File: src/rtl/fai_pkg.sv
package fai_pkg;
  function automatic logic needs_port(input logic noexec, input logic fence);
    return !(noexec || fence);
  endfunction
endpackage

File: src/rtl/fai_select.sv
module fai_select
  import fai_pkg::*;
#(
  parameter int W     = 4,
  parameter int CNT_W = 8
) (
  input  logic             block_i,
  input  logic [W-1:0]     valid_i,
  input  logic [W-1:0]     noexec_i,
  input  logic [W-1:0]     fence_i,
  input  logic [CNT_W-1:0] sched_free_i,
  input  logic [CNT_W-1:0] rob_free_i,
  output logic [W-1:0]     take_o,
  output logic [W-1:0]     port_o
);
  localparam int RW = $clog2(W + 1);
  localparam int MW = ((CNT_W > RW) ? CNT_W : RW) + 1;

  logic [MW-1:0] s_run [W+1];
  logic [MW-1:0] r_run [W+1];
  logic          go    [W+1];
  logic [MW-1:0] s_cap, r_cap;

  assign s_cap    = MW'(sched_free_i);
  assign r_cap    = MW'(rob_free_i);
  assign go[0]    = !block_i;
  assign s_run[0] = '0;
  assign r_run[0] = '0;

  for (genvar k = 0; k < W; k++) begin : g_slot
    logic np, fits;
    assign np        = needs_port(noexec_i[k], fence_i[k]);
    assign fits      = valid_i[k] && (r_run[k] < r_cap) && (!np || (s_run[k] < s_cap));
    assign take_o[k] = go[k] && fits;
    assign port_o[k] = np;
    // a taken fence ends the group
    assign go[k+1]    = take_o[k] && !fence_i[k];
    assign r_run[k+1] = r_run[k] + MW'(take_o[k]);
    assign s_run[k+1] = s_run[k] + MW'(take_o[k] && np);
  end
endmodule

File: src/rtl/fai_fence_gate.sv
module fai_fence_gate #(
  parameter int W = 4
) (
  input  logic         clk_i,
  input  logic         rst_ni,
  input  logic [W-1:0] take_i,
  input  logic [W-1:0] fence_i,
  input  logic         rob_empty_i,
  output logic         block_o
);
  logic wait_q;

  always_ff @(posedge clk_i or negedge rst_ni) begin
    if (!rst_ni)     wait_q <= 1'b0;
    else if (wait_q) wait_q <= !rob_empty_i;
    else             wait_q <= |(take_i & fence_i);
  end

  assign block_o = wait_q;
endmodule

File: src/rtl/fence_aware_issue.sv
module fence_aware_issue #(
  parameter int W     = 4,
  parameter int CNT_W = 8
) (
  input  logic             clk_i,
  input  logic             rst_ni,
  input  logic [W-1:0]     op_valid_i,
  input  logic [W-1:0]     op_noexec_i,
  input  logic [W-1:0]     op_fence_i,
  input  logic [CNT_W-1:0] sched_free_i,
  input  logic [CNT_W-1:0] rob_free_i,
  input  logic             rob_empty_i,
  output logic [W-1:0]     sched_alloc_o,
  output logic [W-1:0]     rob_alloc_o,
  output logic [W-1:0]     rob_done_o
);
  logic         block;
  logic [W-1:0] take, port;

  fai_select #(.W(W), .CNT_W(CNT_W)) i_select (
    .block_i     (block),
    .valid_i     (op_valid_i),
    .noexec_i    (op_noexec_i),
    .fence_i     (op_fence_i),
    .sched_free_i(sched_free_i),
    .rob_free_i  (rob_free_i),
    .take_o      (take),
    .port_o      (port)
  );

  fai_fence_gate #(.W(W)) i_gate (
    .clk_i      (clk_i),
    .rst_ni     (rst_ni),
    .take_i     (take),
    .fence_i    (op_fence_i),
    .rob_empty_i(rob_empty_i),
    .block_o    (block)
  );

  assign rob_alloc_o   = take;
  assign sched_alloc_o = take & port;
  assign rob_done_o    = take & ~port;
endmodule

File: config.mk
export PLATFORM = sky130hd
export DESIGN_NAME = fence_aware_issue
export DESIGN_NICKNAME = d
export VERILOG_FILES = /design/src/rtl/fai_pkg.sv /design/src/rtl/fai_select.sv /design/src/rtl/fai_fence_gate.sv /design/src/rtl/fence_aware_issue.sv
export SDC_FILE = /design/constraint.sdc
export NUM_CORES = 1
export LEC_CHECK = 0
export ABC_AREA = 1
export BUFFER_PORTS_ARGS = -buffer_cell sky130_fd_sc_hd__buf_4
export CAP_MARGIN = 5
export CORE_MARGIN = 8
export CORE_UTILIZATION = 45
export CTS_CLUSTER_DIAMETER = 120
export DETAILED_ROUTE_END_ITERATION = 10
export MAX_ROUTING_LAYER = met4
export PLACE_DENSITY = 0.82
export SLEW_MARGIN = 25
export SYNTH_ARGS = -nofsm -noshare
export SYNTH_HDL_FRONTEND = slang
export SYNTH_HIERARCHICAL = 1
export SYNTH_SLANG_ARGS = --single-unit
File: constraint.sdc
create_clock -name clk_i -period 5.52 [get_ports clk_i]
set_input_delay 0.552 -clock clk_i [delete_from_list [all_inputs] [get_ports clk_i]]
set_output_delay 0.552 -clock clk_i [all_outputs]
set_load 0.03 [all_outputs]
# == Yosys cells after proc, flatten, opt, wreduce, memory -nomap -nowiden ==
# Index checks and enable logic that the tools add are counted.
# op_classes
add_sub_neg,4
n_mul,0
div,0
magnitude_cmp,8
eq_ne,0
n_shift,0
n_mux,1
n_bitwise,4
n_reduce_logical,36
# ops
op,count
less-than comparator 9 x 8 -> 1 bit,4
adder 9 x 1 -> 9 bit,2
logical AND 1 bit,18
less-than comparator 1 x 8 -> 1 bit,2
"less-than comparator 1 x 8 -> 1 bit, first input constant",2
AND 4 bit,3
zero test 1 bit,9
logical OR 1 bit,8
adder 1 x 1 -> 2 bit,2
NOT 4 bit,1
OR reduction 4 bit,1
two-way mux 1 bit,1
# word_totals
ff_bits,1
latch_bits,0
ramBits,0
mem_bits_ro,0
input_bits,31
out_inout_bits,12
elab_cells,54
memories,0

# == Longest topological paths before layout ==
# logic_depth
depth_word,24
depth_mapped,30
depth_no_buf,30

# == Cells and area by module ==
# Netlist, hierarchy kept.
# modules_own_cells
module,n_inst,cells_per_inst,area_per_inst_um2
fai_select,1,90,535.5
fence_aware_issue,1,16,70.1
fai_fence_gate,1,12,67.6

# == Least setup slack after synthesis ==
# OpenSTA, ideal clock, no wires.
# synth_path
path_type,input-to-output
startpoint,input sched_free_i[2]
endpoint,output rob_done_o[3]
arrival_time_ns,4.582
t_required_ns,4.968
slack_ns,0.386
cell_stages,22
n_path_buf,0
path_cell_list,or2_1 -> nor4_1 -> nand2_2 -> nand2_1 -> inv_1 -> ha_1 -> ha_1 -> o21ai_0 -> nand2_1 -> nand2_1 -> nand3_1 -> nor2_1 -> nand3_2 -> inv_1 -> fa_1 -> o21ai_0 -> nand2_1 -> a211oi_1 -> nand2_1 -> nor2_1 -> inv_1 -> nor2_2
# synth_via
elab_chain_cells,22
word_cells_on_any_way,33
classes_between,add/sub (4); order compare (7); bitwise (1); reduce/logical (21)
# synth_lines
item,line,text
from (decl),fence_aware_issue.sv:10,"input logic [CNT_W-1:0] sched_free_i,"
less-than comparator 1 x 8 -> 1 bit,fai_select.sv:33,assign fits = valid_i[k] && (r_run[k] < r_cap) && (!np || (s_run[k] < s_cap));
logical OR 1 bit,fai_select.sv:33,
logical AND 1 bit,fai_select.sv:33,
logical AND 1 bit,fai_select.sv:34,assign take_o[k] = go[k] && fits;
logical AND 1 bit,fai_select.sv:39,assign s_run[k+1] = s_run[k] + MW'(take_o[k] && np);
less-than comparator 1 x 8 -> 1 bit,fai_select.sv:33,
logical OR 1 bit,fai_select.sv:33,
logical AND 1 bit,fai_select.sv:33,
(+1 left out),n/a,
named net rob_alloc_o[1],fence_aware_issue.sv:14,"output logic [W-1:0] rob_alloc_o,"
(+6 left out),n/a,
named net rob_alloc_o[2],fence_aware_issue.sv:14,
logical AND 1 bit,fai_select.sv:39,
adder 9 x 1 -> 9 bit,fai_select.sv:39,
less-than comparator 9 x 8 -> 1 bit,fai_select.sv:33,
logical OR 1 bit,fai_select.sv:33,
logical AND 1 bit,fai_select.sv:33,
logical AND 1 bit *,fai_select.sv:34,
named net rob_alloc_o[3],fence_aware_issue.sv:14,
AND 4 bit *,fence_aware_issue.sv:42,assign rob_done_o = take & ~port;
to (decl),fence_aware_issue.sv:15,output logic [W-1:0] rob_done_o
# The timed path passes the listed nets; every way through them passes the cells marked *.

# == Worst setup path in the final report ==
# layout_path
startpoint,input sched_free_i[2]
endpoint,output rob_done_o[3]
# layout_via
elab_chain_cells,22
word_cells_on_any_way,33
classes_between,add/sub (4); order compare (7); bitwise (1); reduce/logical (21)
# layout_lines
item,line
less-than comparator 1 x 8 -> 1 bit,fai_select.sv:33
logical OR 1 bit,fai_select.sv:33
logical AND 1 bit,fai_select.sv:33
logical AND 1 bit,fai_select.sv:34
logical AND 1 bit,fai_select.sv:39
less-than comparator 1 x 8 -> 1 bit,fai_select.sv:33
logical OR 1 bit,fai_select.sv:33
logical AND 1 bit,fai_select.sv:33
(+6 left out),n/a
logical AND 1 bit,fai_select.sv:34
logical AND 1 bit,fai_select.sv:39
adder 9 x 1 -> 9 bit,fai_select.sv:39
less-than comparator 9 x 8 -> 1 bit,fai_select.sv:33
logical OR 1 bit,fai_select.sv:33
logical AND 1 bit,fai_select.sv:33
logical AND 1 bit *,fai_select.sv:34
AND 4 bit *,fence_aware_issue.sv:42
# Mark *: on every way between the ends. The rest lies on a longest branch, timed or not.

==> flow_metrics.tcl <==
set metrics [dict create \
    synth_cells 118 \
    ios 43 \
    yosys.cell_count.top_type "inv_1" \
    synth.distinct_cells 19 \
    antennaDiodeCount 0 \
    nets 202 \
    drtIter0Drc 7 \
    timing.rr.start "i_gate/block_o" \
    die_area_um2 2990 \
    critPathTopFamily "simple AND/OR/NAND/NOR gates" \
    fin_skew_ps 0 \
    synthTopCellsByCount "29 x inv_1, 24 x nand2_1, 20 x nor2_1, 11 x ha_1, 5 x nor2_2" \
    final.period_utilization 0.873 \
    required_ps 4970 \
    switching_share 0.522 \
    setup_viol 0 \
    route.detailed.drc 0 \
    dp_slack_ps 660 \
    r2r_slack_ps 1640 \
    p_leak_nw 0.634 \
    ir_worst_vdd_mv 0.0800 \
    switchingPower_uw 53.9 \
    tightest_slew_ps 288 \
    crit_path_start_kind "input port" \
    multi_input_area_um2 509 \
    vias 784 \
    crit_top_cell "nand2_1" \
    cap_viol_max_count 0 \
    cts.clk_slew.worst_paths_ps 0 \
    fin_ws_ps 699 \
    synth_edf_count 0 \
    cp-end-kind "output port" \
    nFillCells 148 \
    ys_ff_latch 1 \
    pwr-share-seq 0.140 \
    syn_area_um2 673 \
    antenna_left 0 \
    viasPerCell 4.56 \
    place_hpwl_um 1730 \
    path_cells "buf_4 -> or2_1 -> nor4_1 -> nand2_2 -> nand2_1 -> inv_1 -> ha_1 -> ha_1 -> o21ai_0 -> nand2_1 -> nand2_1 -> nand3_1 -> nor2_1 -> nand3_2 -> inv_1 -> fa_1 -> o21ai_0 -> nand2_1 -> a211oi_1 -> nand2_1 -> nor2_1 -> inv_1 -> nor2_2 -> buf_4" \
    critPathMaxStageDelay_ps 430 \
    timing.fmax_mhz 207 \
    reg2reg_to "i_gate/block_o" \
    final_area_um2 978 \
    die_h_um 54.7 \
    finalCriticalPeriod_ps 4820 \
    yosys-top-cells-area "ha_1 20%, inv_1 16%, nand2_1 13%, nor2_1 11%, fa_1 5.9%" \
    timing.final.hold_violations 0 \
    async_flop_share 1.00 \
    path_max_fanout 6 \
    syn2layout_area_growth_pct 45.4 \
    intPower_uw 49.3 \
    yosysTopAreaCellShare 0.204 \
    maxSlewHeadroom 0.806 \
    core_um2 1450 \
    rows 14 \
    clockPowerShare 0 \
    power_density_nw_per_um2 105 \
    antenna_found_initial 0 \
    synthesis.nets 162 \
    grt_pass1_wl_um 3080 \
    track_usage 0.129 \
    crit_slowest_cell "fa_1" \
    largest_reg_flops 1 \
    ctsResizeCount 0 \
    finalMaxSlewViolations 0 \
    status "complete, no violations" \
    total_power_uw 103 \
    tns_ps 0 \
    die_width_um 54.7 \
    start_util 0.463 \
    wire_per_inst_um 10.8 \
    postCtsSetupBuffers 0 \
    yosys.area.top_type "ha_1" \
    combPwrFrac 0.860 \
    arrival_ps 4270 \
    path_buf_inv 5 \
    seqCellArea_um2 25.0 \
    totalWireLength_um 1860 \
    hold_buffers 0 \
    hold_path_class "input port to asynchronous set/reset pin" \
    path_class "input port to output port" \
    placement.io_buffers 42 \
    yosys_warnings 6 \
    grt_overflow 0 \
    syn_area_per_cell_um2 5.70 \
    reg2reg_depth 26 \
    drive_above_1_share 0.327 \
    grt_max_degree 7 \
    gp_congestion 0.850 \
    grt_pass1_vias 761 \
    fin_hold_ws_ps 327 \
    dpl-instance-area_um2 978 \
    insertion_delay_ps 0 \
    firstDrtPassIters 2 \
    ys.flop_type "dfrtp_1" \
    yosysSeqAreaShare 0.0372 \
    rsz0062_at_grt "no" \
]
[layer usage]
layer | up-vias | GRT usage | wire length (um)
li1 | 424 | - | -
met1 | 333 | 0.142 | 770
met2 | 27 | 0.253 | 915
met3 | 0 | 0.0109 | 179
met4 | 0 | 0 | 0
met5 | - | - | 0
[how the worst max path moves through the flow]
stage                     from            end  slack, ps  depth (start not counted)
2_1_floorplan  sched_free_i[2]  rob_done_o[3]        390                         22
3_3_place_gp   sched_free_i[2]  rob_done_o[3]        780                         24
3_5_place_dp   sched_free_i[2]  rob_done_o[3]        660                         24
4_1_cts        sched_free_i[2]  rob_done_o[3]        640                         24
5_1_grt        sched_free_i[2]  rob_done_o[3]        310                         24
6_report       sched_free_i[2]  rob_done_o[3]        700                         24
[cell usage in the layout (no fill, tap or decap)]
cell type / instances
a211oi_1: 1
a21oi_1: 2
buf_4: 42
dfrtp_1: 1
fa_1: 2
ha_1: 11
inv_1: 29
nand2_1: 24
nand2_2: 2
nand3_1: 3
nand3_2: 2
nor2_1: 20
nor2_2: 5
nor2b_1: 1
nor3_1: 1
nor4_1: 2
o21ai_0: 3
or2_0: 1
or2_1: 4
[area by class of cell]
class	count	area share
repair buffers	42	0.322
inverters	29	0.111
well taps	16	0.0205
multi-input cells	84	0.520
flip-flops and latches	1	0.0256
[stage by stage]
| stage | utilization | instances |
|---|---|---|
| CTS | 0.673 | 172 |
| global route | 0.673 | 172 |
| floorplan | - | 118 |
| detailed placement | 0.673 | 172 |
| finish | 0.673 | 172 |
| global placement | 0.673 | 172 |
[logic make-up after synthesis]
logic type	count (synthesis)	share of synthesized area
flip-flops	1	0.0372
buffers and inverters	33	0.206
AO/OA/AOI/OAI	6	0.0483
AND/OR/NAND/NOR	65	0.444
adder cells (fa/ha/maj)	13	0.264
[power by group through the flow]
stage	clock network, mW	registers, mW	logic (mW)
after floorplan	0	0.0132	0.0558
after global placement	0	0.0138	0.0868
after detailed placement	0	0.0140	0.0901
after CTS	0	0.0144	0.0899
after global routing	0	0.0146	0.0995
final	0	0.0144	0.0888
No activity file was read; power rests on OpenSTA's default activity.
